## src/rtl/fsr_pkg.sv

```systemverilog
package fsr_pkg;
  localparam int DW = 8;

  localparam logic [DW-1:0] CMD_STATUS  = 8'h70;
  localparam logic [DW-1:0] CMD_CLEAR   = 8'h50;
  localparam logic [DW-1:0] CMD_SUSPEND = 8'hB0;
  localparam logic [DW-1:0] CMD_RESUME  = 8'hD0;

  localparam logic [DW-1:0] STATUS_RESET = 8'h80;

  typedef struct packed {
    logic       ready;
    logic       susp;
    logic       ers_err;
    logic       pgm_err;
    logic       vpp_low;
    logic [2:0] rsvd;
  } status_t;

  typedef struct packed {
    logic clear;
    logic resume;
  } cmd_t;
endpackage

```

## src/rtl/fsr_cmd_decode.sv

```systemverilog
module fsr_cmd_decode
  import fsr_pkg::*;
#(
  parameter int W = DW
) (
  input  logic         clk,
  input  logic         clr,
  input  logic         ce_n,
  input  logic         we_n,
  input  logic [W-1:0] din,
  output cmd_t         cmd,
  output logic         stat_mode
);
  logic we_q;
  logic take;

  always_ff @(posedge clk) begin
    if (clr) we_q <= 1'b1;
    else     we_q <= we_n;
  end

  assign take = we_n && !we_q && !ce_n;

  always_comb begin
    cmd.clear  = take && (din == CMD_CLEAR);
    cmd.resume = take && (din == CMD_RESUME);
  end

  always_ff @(posedge clk) begin
    if (clr) begin
      stat_mode <= 1'b0;
    end else if (take) begin
      if (din == CMD_STATUS || din == CMD_SUSPEND || din == CMD_RESUME)
        stat_mode <= 1'b1;
      else if (din != CMD_CLEAR)
        stat_mode <= 1'b0;
    end
  end

  a_r7_no_cmd_without_ce: assert property (@(posedge clk) disable iff (clr)
    ce_n |-> !(cmd.clear || cmd.resume));
  a_r8_status_cmd_sets_mode: assert property (@(posedge clk) disable iff (clr)
    (take && din == CMD_STATUS) |=> stat_mode);
endmodule

```

## src/rtl/fsr_status_reg.sv

```systemverilog
module fsr_status_reg
  import fsr_pkg::*;
(
  input  logic    clk,
  input  logic    clr,
  input  cmd_t    cmd,
  input  logic    ev_busy,
  input  logic    ev_done,
  input  logic    ev_pgm_fail,
  input  logic    ev_ers_fail,
  input  logic    ev_supply_low,
  input  logic    ev_suspend,
  output status_t st
);
  status_t nxt;
  logic    do_resume;

  assign do_resume = cmd.resume && st.susp;

  always_comb begin
    nxt = st;
    // ready: clears first, sets win
    if (ev_busy || do_resume)   nxt.ready = 1'b0;
    if (ev_done || ev_suspend)  nxt.ready = 1'b1;
    if (do_resume)              nxt.susp  = 1'b0;
    if (ev_suspend)             nxt.susp  = 1'b1;
    // sticky flags: clear command, then set pulses win
    if (cmd.clear) begin
      nxt.ers_err = 1'b0;
      nxt.pgm_err = 1'b0;
      nxt.vpp_low = 1'b0;
    end
    if (ev_ers_fail)   nxt.ers_err = 1'b1;
    if (ev_pgm_fail)   nxt.pgm_err = 1'b1;
    if (ev_supply_low) nxt.vpp_low = 1'b1;
    nxt.rsvd = '0;
  end

  always_ff @(posedge clk) begin
    if (clr) st <= status_t'(STATUS_RESET);
    else     st <= nxt;
  end

  a_r2_done_sets_ready: assert property (@(posedge clk) disable iff (clr)
    ev_done |=> st.ready);
  a_r3_pgm_sticky: assert property (@(posedge clk) disable iff (clr)
    (st.pgm_err && !cmd.clear) |=> st.pgm_err);
  a_r3_ers_sticky: assert property (@(posedge clk) disable iff (clr)
    (st.ers_err && !cmd.clear) |=> st.ers_err);
  a_r4_clear_keeps_ready: assert property (@(posedge clk) disable iff (clr)
    (cmd.clear && !ev_busy && !ev_done && !ev_suspend) |=> $stable(st.ready));
  a_r6_suspend_sets: assert property (@(posedge clk) disable iff (clr)
    ev_suspend |=> (st.susp && st.ready));
endmodule

```

## src/rtl/fsr_readout.sv

```systemverilog
module fsr_readout
  import fsr_pkg::*;
#(
  parameter int W = DW
) (
  input  logic         clk,
  input  logic         clr,
  input  logic         stat_mode,
  input  logic         ce_n,
  input  logic         oe_n,
  input  logic [W-1:0] st_val,
  output logic [W-1:0] dq_out,
  output logic         dq_oe
);
  logic rd_en;

  assign rd_en = stat_mode && !ce_n && !oe_n;

  always_ff @(posedge clk) begin
    if (clr) begin
      dq_oe  <= 1'b0;
      dq_out <= '0;
    end else begin
      dq_oe <= rd_en;
      if (rd_en && !dq_oe) dq_out <= st_val;
    end
  end

  a_r9_frozen_read: assert property (@(posedge clk) disable iff (clr)
    (dq_oe && rd_en) |=> $stable(dq_out));
  a_r9_oe_follows: assert property (@(posedge clk) disable iff (clr)
    (ce_n || oe_n) |=> !dq_oe);
endmodule

```

## src/rtl/flash_status_ctrl.sv

```systemverilog
module flash_status_ctrl
  import fsr_pkg::*;
(
  input  logic          clk,
  input  logic          rst,
  input  logic          pd_n,
  input  logic          ce_n,
  input  logic          oe_n,
  input  logic          we_n,
  input  logic [DW-1:0] din,
  input  logic          ev_busy,
  input  logic          ev_done,
  input  logic          ev_pgm_fail,
  input  logic          ev_ers_fail,
  input  logic          ev_supply_low,
  input  logic          ev_suspend,
  output logic [DW-1:0] dq_out,
  output logic          dq_oe,
  output logic          pe_block
);
  logic    clr;
  cmd_t    cmd;
  logic    stat_mode;
  status_t st;

  assign clr = rst || !pd_n;

  fsr_cmd_decode #(.W(DW)) u_dec (
    .clk(clk), .clr(clr), .ce_n(ce_n), .we_n(we_n), .din(din),
    .cmd(cmd), .stat_mode(stat_mode)
  );

  fsr_status_reg u_st (
    .clk(clk), .clr(clr), .cmd(cmd),
    .ev_busy(ev_busy), .ev_done(ev_done),
    .ev_pgm_fail(ev_pgm_fail), .ev_ers_fail(ev_ers_fail),
    .ev_supply_low(ev_supply_low), .ev_suspend(ev_suspend),
    .st(st)
  );

  fsr_readout #(.W(DW)) u_rd (
    .clk(clk), .clr(clr), .stat_mode(stat_mode), .ce_n(ce_n), .oe_n(oe_n),
    .st_val(st), .dq_out(dq_out), .dq_oe(dq_oe)
  );

  assign pe_block = st.vpp_low;

  a_r5_supply_blocks: assert property (@(posedge clk) disable iff (clr)
    ev_supply_low |=> pe_block);
  a_r10_reserved_zero: assert property (@(posedge clk) disable iff (clr)
    dq_oe |-> (dq_out[2:0] == 3'b000));
  a_r1_pd_clears: assert property (@(posedge clk)
    (!pd_n || rst) |=> (!dq_oe && !pe_block));
endmodule

```

## config.mk

```make
export PLATFORM = sky130hd
export DESIGN_NAME = flash_status_ctrl
export DESIGN_NICKNAME = d
export VERILOG_FILES = /design/src/rtl/fsr_pkg.sv /design/src/rtl/fsr_cmd_decode.sv /design/src/rtl/fsr_status_reg.sv /design/src/rtl/fsr_readout.sv /design/src/rtl/flash_status_ctrl.sv
export SDC_FILE = /design/constraint.sdc
export NUM_CORES = 1
export LEC_CHECK = 0
export BUFFER_PORTS_ARGS = -buffer_cell sky130_fd_sc_hd__buf_4
export CAP_MARGIN = 0
export CORE_MARGIN = 1.5
export CORE_UTILIZATION = 30
export DETAILED_ROUTE_END_ITERATION = 6
export GPL_TIMING_DRIVEN = 0
export PLACE_DENSITY = 0.6
export SLEW_MARGIN = 30
export SYNTH_ARGS = -nofsm -noshare
export SYNTH_HDL_FRONTEND = slang
export SYNTH_SLANG_ARGS = --single-unit
```

## constraint.sdc

```tcl
create_clock -name clk -period 3.35 [get_ports clk]
set_input_delay 0.1675 -clock clk [delete_from_list [all_inputs] [get_ports clk]]
set_output_delay 0.1675 -clock clk [all_outputs]
set_load 0.02 [all_outputs]
```

==> run metrics, run 1 <==
Synth Warn # 0; buffers from clock root to sink, at most 2; RSZ-0062 raised after global routing no; HP Class in2reg; power share of the combinational group 0.139; most area-hungry cell type in the Yosys netlist sky130_fd_sc_hd__dfxtp_1; Seq cells post-synth 13; number of maximum-capacitance violations 0; DP HPWL 1020 um; effective utilization at floorplan 0.313; CTS clock-pin slew for the worst setup and hold paths 0.09 ns; routability congestion estimate 0.665; number of I/O port buffers 26; Mapped Cells 63; area share of the leading cell type in the synthesized netlist 0.433; leakage 0.362 nW; clock root buffer master sky130_fd_sc_hd__clkbuf_4; register cell area after layout 260 um^2; net switching power of the design 0.0000747 W; number of fill cells in the layout 226; number of hold violations in the final report 0; worst supply voltage drop on vdd 0.172 mV; clock network latency to the later pin of the worst-skew pair 0.29 ns; internal reg-to-reg setup slack 2.13 ns; internal power consumption 0.000228 W; relative contribution of sequential cells to total power 0.526; area enclosed by the die boundary 0.00228 mm^2; most common cell after layout, fill and taps aside sky130_fd_sc_hd__buf_4; Critical Path Source Type register; DR DRC count 0; total overflow reported by the global router 0; reg-to-reg critical path endpoint u_rd.dq_out[4]; Setup CP Type reg2reg; highest attainable clock frequency 0.819 GHz; crit path setup slack, layout 2.13 ns; height of the die 47.7 um; final wirelength 1290 um; non-filler cells, final 122; Detailed Route Iter0 Violations 3; element type at the critical path end register; largest fanout of any net on the critical path 5; router iterations before antenna repair 3; number of cells upsized or downsized after cts 0; number of global-route vias before repair 510; number of vias per cell after detailed routing 4.49; critical hold path startpoint oe_n; most frequent cells in the layout sky130_fd_sc_hd__buf_4, sky130_fd_sc_hd__dfxtp_1, sky130_fd_sc_hd__nor2_1; placeable core region 0.00192 mm^2; final setup violation count 0; required time of the critical path 3.51 ns; Mean Syn Cell Area 9.53 um^2; most area-consuming cells after synthesis sky130_fd_sc_hd__dfxtp_1, sky130_fd_sc_hd__mux2i_1, sky130_fd_sc_hd__nor2_1; Hold Path Depth 2; number of max-slew violations in the final report 0; ratio of final minimum period to clock period 0.365; post-CTS setup buffer count 0; crit path time final 1.22 ns; data arrival time at the worst-slack endpoint 1.39 ns; total standard cell area after synthesis 601 um^2; H-tree levels 1; initial antenna violation count 0; Hold EP u_rd.dq_oe; WL/cell 10.6 um; number of library cell types mapped by synthesis 23; number of inserted diodes 0; clock buffer count from CTS 3; antenna-violating nets left 0; clk sinks 13; Layout Nets 116; Boundary Pins 30; cell depth of the worst flop-to-flop path 3; layout overhead on the synthesized area 43.8%; accumulated negative setup slack 0 ns; hold buffer count at cts 0; Overall Global Routing Usage 0.143; share of layout cells above drive strength 1 0.358; outcome complete, no violations; areal power density over the cells 350 mW/mm^2; worst r2r src u_dec.stat_mode; maximum number of pins on one net before global-route repair 8; sequential fraction of the synthesis area 0.433; Clk pwr share 0.335; first-pass GRT wire length 2100 um; CTS tree yes; multi-input gate area in the final layout 322 um^2; die outline width 47.7 um; final total power 0.000302 W; switching power as a share of total power 0.247; pre-CTS setup slack 2.14 ns; worst clock skew on the final layout 0.0121 ns; row count 16; vias after detailed routing 548; number of placed cells counting well taps 118; utilization after layout 0.449
-- area by class of cell --
type | instances | share of cell area
buffer | 3 | 0.0261
clock buffer | 4 | 0.0304
inverter | 1 | 0.00435
multi-input combinational | 48 | 0.372
sequential | 13 | 0.301
tap | 27 | 0.0391
timing repair buffer | 26 | 0.226
-- Yosys cell counts --
cell,count
sky130_fd_sc_hd__nand4_1,2
sky130_fd_sc_hd__a22oi_1,1
sky130_fd_sc_hd__buf_4,3
sky130_fd_sc_hd__nor4b_4,1
sky130_fd_sc_hd__o21ai_0,4
sky130_fd_sc_hd__a21oi_1,4
sky130_fd_sc_hd__mux2i_1,5
sky130_fd_sc_hd__xnor2_1,1
sky130_fd_sc_hd__or3b_2,1
sky130_fd_sc_hd__conb_1,1
sky130_fd_sc_hd__o211ai_1,1
sky130_fd_sc_hd__and3_1,1
sky130_fd_sc_hd__dfxtp_1,13
sky130_fd_sc_hd__nand2b_1,4
sky130_fd_sc_hd__nor4b_1,2
sky130_fd_sc_hd__a21o_1,1
sky130_fd_sc_hd__nor2_1,9
sky130_fd_sc_hd__and3b_1,1
sky130_fd_sc_hd__nor2b_1,2
sky130_fd_sc_hd__a41oi_1,1
sky130_fd_sc_hd__and4_1,1
sky130_fd_sc_hd__nor3b_1,3
sky130_fd_sc_hd__inv_1,1
-- sequential cells by signal, indices dropped and copies added, names as in the netlist --
| name | cells |
|---|---|
| u_rd.dq_oe | 1 |
| u_st.st | 5 |
| u_dec.stat_mode | 1 |
| u_dec.we_q | 1 |
| u_rd.dq_out | 5 |
-- worst max-delay path by stage --
stage	startpoint	endpoint	slack, ns	cells after the start
4_1_cts	u_dec.stat_mode	u_rd.dq_out[7]	2.14	3
2_1_floorplan	u_rd.dq_oe	u_rd.dq_out[3]	2.19	3
5_1_grt	u_dec.we_q	u_st.st[6]	2.05	3
3_3_place_gp	ce_n	u_rd.dq_out[3]	2.14	4
6_report	u_dec.stat_mode	u_rd.dq_out[4]	2.13	3
3_5_place_dp	ce_n	u_rd.dq_out[4]	2.14	4
-- power groups by stage --
stage	Clock (W)	Sequential [W]	Combinational, W
global route	0.000112	0.000160	0.0000469
CTS	0.000107	0.000159	0.0000425
detailed placement	0	0.000163	0.0000422
global placement	0	0.000163	0.0000416
finish	0.000101	0.000159	0.0000420
floorplan	0	0.000163	0.0000172
-- critical path, cell delays in order, from the launching register on --
cell,delay (ns)
sky130_fd_sc_hd__dfxtp_1,0.36
sky130_fd_sc_hd__nor4b_4,0.44
sky130_fd_sc_hd__mux2i_1,0.24
sky130_fd_sc_hd__nor2_1,0.05
-- routing by layer --
layer / wire [um] / up-vias / global-route usage
li1: - / 285 / -
met1: 608 / 241 / 0.177
met2: 547 / 18 / 0.203
met3: 73 / 4 / 0.0226
met4: 59 / 0 / 0.146
met5: 0 / - / 0
-- stage by stage --
stage	area (um^2)	hold WS, ns
CTS	863	0.0572
floorplan	608	0.244
global placement	837	0.364
detailed placement	837	0.365
global route	863	0.0620
finish	863	0.0630
-- cell families (layout without fill, tap and decap cells) --
logic type      count (synthesis)  after routing  synth area share
other cells                     1              3           0.00624
flops                          13             13             0.433
buf+inv                         4             34            0.0437
compound gates                 12             12             0.119
mux                             5              5            0.0833
simple gates                   27             27             0.300
xor+xnor                        1              1            0.0146
Note: power is estimated with default switching activity, not from simulation.
==> inputs of run 2 (changes only) <==
==> constraint.sdc (replaced) <==
create_clock -name clk -period 1.28 [get_ports clk]
set_input_delay 0.064 -clock clk [delete_from_list [all_inputs] [get_ports clk]]
set_output_delay 0.064 -clock clk [all_outputs]
set_load 0.02 [all_outputs]
==> run metrics, run 2 (synthesized netlist as in run 1, its figures left out) <==
outcome complete, no violations; clock root buffer master sky130_fd_sc_hd__clkbuf_4; Largest regs u_rd.dq_out: 5 flops, u_st.st: 5 flops; Detailed Route Iter0 Violations 2 (-1); WL/cell 10.5 um (-0.39%); Layout Nets 120 (+3.4%); initial antenna violation count 0 (unchanged); ratio of final minimum period to clock period 0.873; area enclosed by the die boundary 0.00228 mm^2 (unchanged); clk sinks 13 (unchanged); vias after detailed routing 564 (+2.9%); share of layout cells above drive strength 1 0.374 (+0.0158); total overflow reported by the global router 0 (unchanged); Setup crit end u_st.st[6]; effective utilization at floorplan 0.313 (unchanged); largest fanout of any net on the critical path 5 (unchanged); highest attainable clock frequency 0.895 GHz; row count 16 (unchanged); number of fill cells in the layout 222 (-1.8%); final setup violation count 0 (unchanged); die outline width 47.7 um (unchanged); worst clock skew on the final layout 0.0101 ns (-0.00196 ns); data arrival time at the worst-slack endpoint 1.33 ns (-0.06 ns); clock network latency to the later pin of the worst-skew pair 0.28 ns (about the same); number of maximum-capacitance violations 0 (unchanged); element type at the critical path end register; Overall Global Routing Usage 0.148 (+0.00461); most frequent cells in the layout sky130_fd_sc_hd__buf_4, sky130_fd_sc_hd__dfxtp_1, sky130_fd_sc_hd__nor2_1; reg-to-reg critical path endpoint u_rd.dq_out[4]; worst r2r src u_dec.stat_mode; number of I/O port buffers 26 (unchanged); worst supply voltage drop on vdd 0.453 mV (+160%); maximum number of pins on one net before global-route repair 8 (unchanged); number of inserted diodes 0 (unchanged); number of placed cells counting well taps 118 (unchanged); non-filler cells, final 126 (+3.3%); number of global-route vias before repair 522 (+2.4%); cell depth of the worst flop-to-flop path 4 (+1); accumulated negative setup slack 0 ns (unchanged); CTS clock-pin slew for the worst setup and hold paths 0.09 ns (about the same); Critical Path Source Type input port; leakage 0.381 nW (+5.2%); Setup CP Type in2reg; final wirelength 1330 um (+2.9%); HP Class in2reg; CTS tree yes; number of hold violations in the final report 0 (unchanged); areal power density over the cells 880 mW/mm^2 (+150%); routability congestion estimate 0.665 (unchanged); placeable core region 0.00192 mm^2 (unchanged); first-pass GRT wire length 2180 um (+3.6%); RSZ-0062 raised after global routing no; required time of the critical path 1.49 ns (-2.02 ns); layout overhead on the synthesized area 51.0%; Boundary Pins 30 (unchanged); antenna-violating nets left 0 (unchanged); crit path time final 1.12 ns; clock buffer count from CTS 3 (unchanged); DP HPWL 1020 um (unchanged); DR DRC count 0 (unchanged); internal reg-to-reg setup slack 0.18 ns (-1.95 ns); H-tree levels 1 (unchanged); buffers from clock root to sink, at most 2 (unchanged); router iterations before antenna repair 3 (unchanged); worst setup path startpoint we_n; height of the die 47.7 um (unchanged); number of max-slew violations in the final report 0 (unchanged); number of vias per cell after detailed routing 4.48 (-0.35%); most common cell after layout, fill and taps aside sky130_fd_sc_hd__buf_4
## run 2: cell type report
type,count,area [um^2],area share
plain buffers,3,22.5,0.0248
clock buffers,4,26.3,0.0290
inverters,1,3.75,0.00414
multi-input cells,48,328,0.361
flip-flops and latches,13,260,0.287
well taps,27,33.8,0.0372
repair buffers,30,233,0.257
## run 2: where the power goes
group	total, W	switching, W	internal [W]
combinational	0.000118	0.0000488	0.0000691
sequential	0.000417	0.00000467	0.000412
clock	0.000263	0.000142	0.000121
## run 2: how the worst min path moves through the flow
stage                      start    endpoint  depth (start not counted)
after floorplan             ce_n  u_rd.dq_oe                          1
after global placement      oe_n  u_rd.dq_oe                          2
after detailed placement    we_n  u_dec.we_q                          2
after CTS                 din[7]  u_st.st[6]                          2
after global routing      din[7]  u_st.st[6]                          2
final                     din[7]  u_st.st[6]                          2
## run 2: what timing repair did
| action | 4_1_cts | 5_1_grt |
|---|---|---|
| setup endpoints to repair | 0 | 7 |
| buffers inserted | 0 | 1 |
| hold endpoints to repair | 2 | 0 |
| gates resized for setup | 0 | 2 |
| hold buffers | 3 | 0 |
## run 2: critical path: stages
cell and delay, ns:
sky130_fd_sc_hd__dlygate4sd3_1 0.54, sky130_fd_sc_hd__buf_4 0.13, sky130_fd_sc_hd__nor3b_2 0.15, sky130_fd_sc_hd__and3_2 0.23
sky130_fd_sc_hd__a41oi_1 0.20
## run 2: stage by stage
step,util,area [um^2],power [W],hold WS (ns),setup WS (ns)
floorplan,-,608,0.000471,0.141,0.116
global placement,0.436,837,0.000535,0.261,0.101
detailed placement,0.436,837,0.000537,0.262,0.0946
CTS,0.465,893,0.000814,0.0202,0.0437
global route,0.472,907,0.000842,0.0580,0.0796
finish,0.472,907,0.000798,0.0316,0.163
## run 2: metal layers
layer  GRT usage  vias to the layer above  routed length (um)
li1            -                      292                   -
met1       0.181                      250                 627
met2       0.213                       18                 577
met3      0.0226                        4                  61
met4       0.146                        0                  59
met5           0                        -                   0
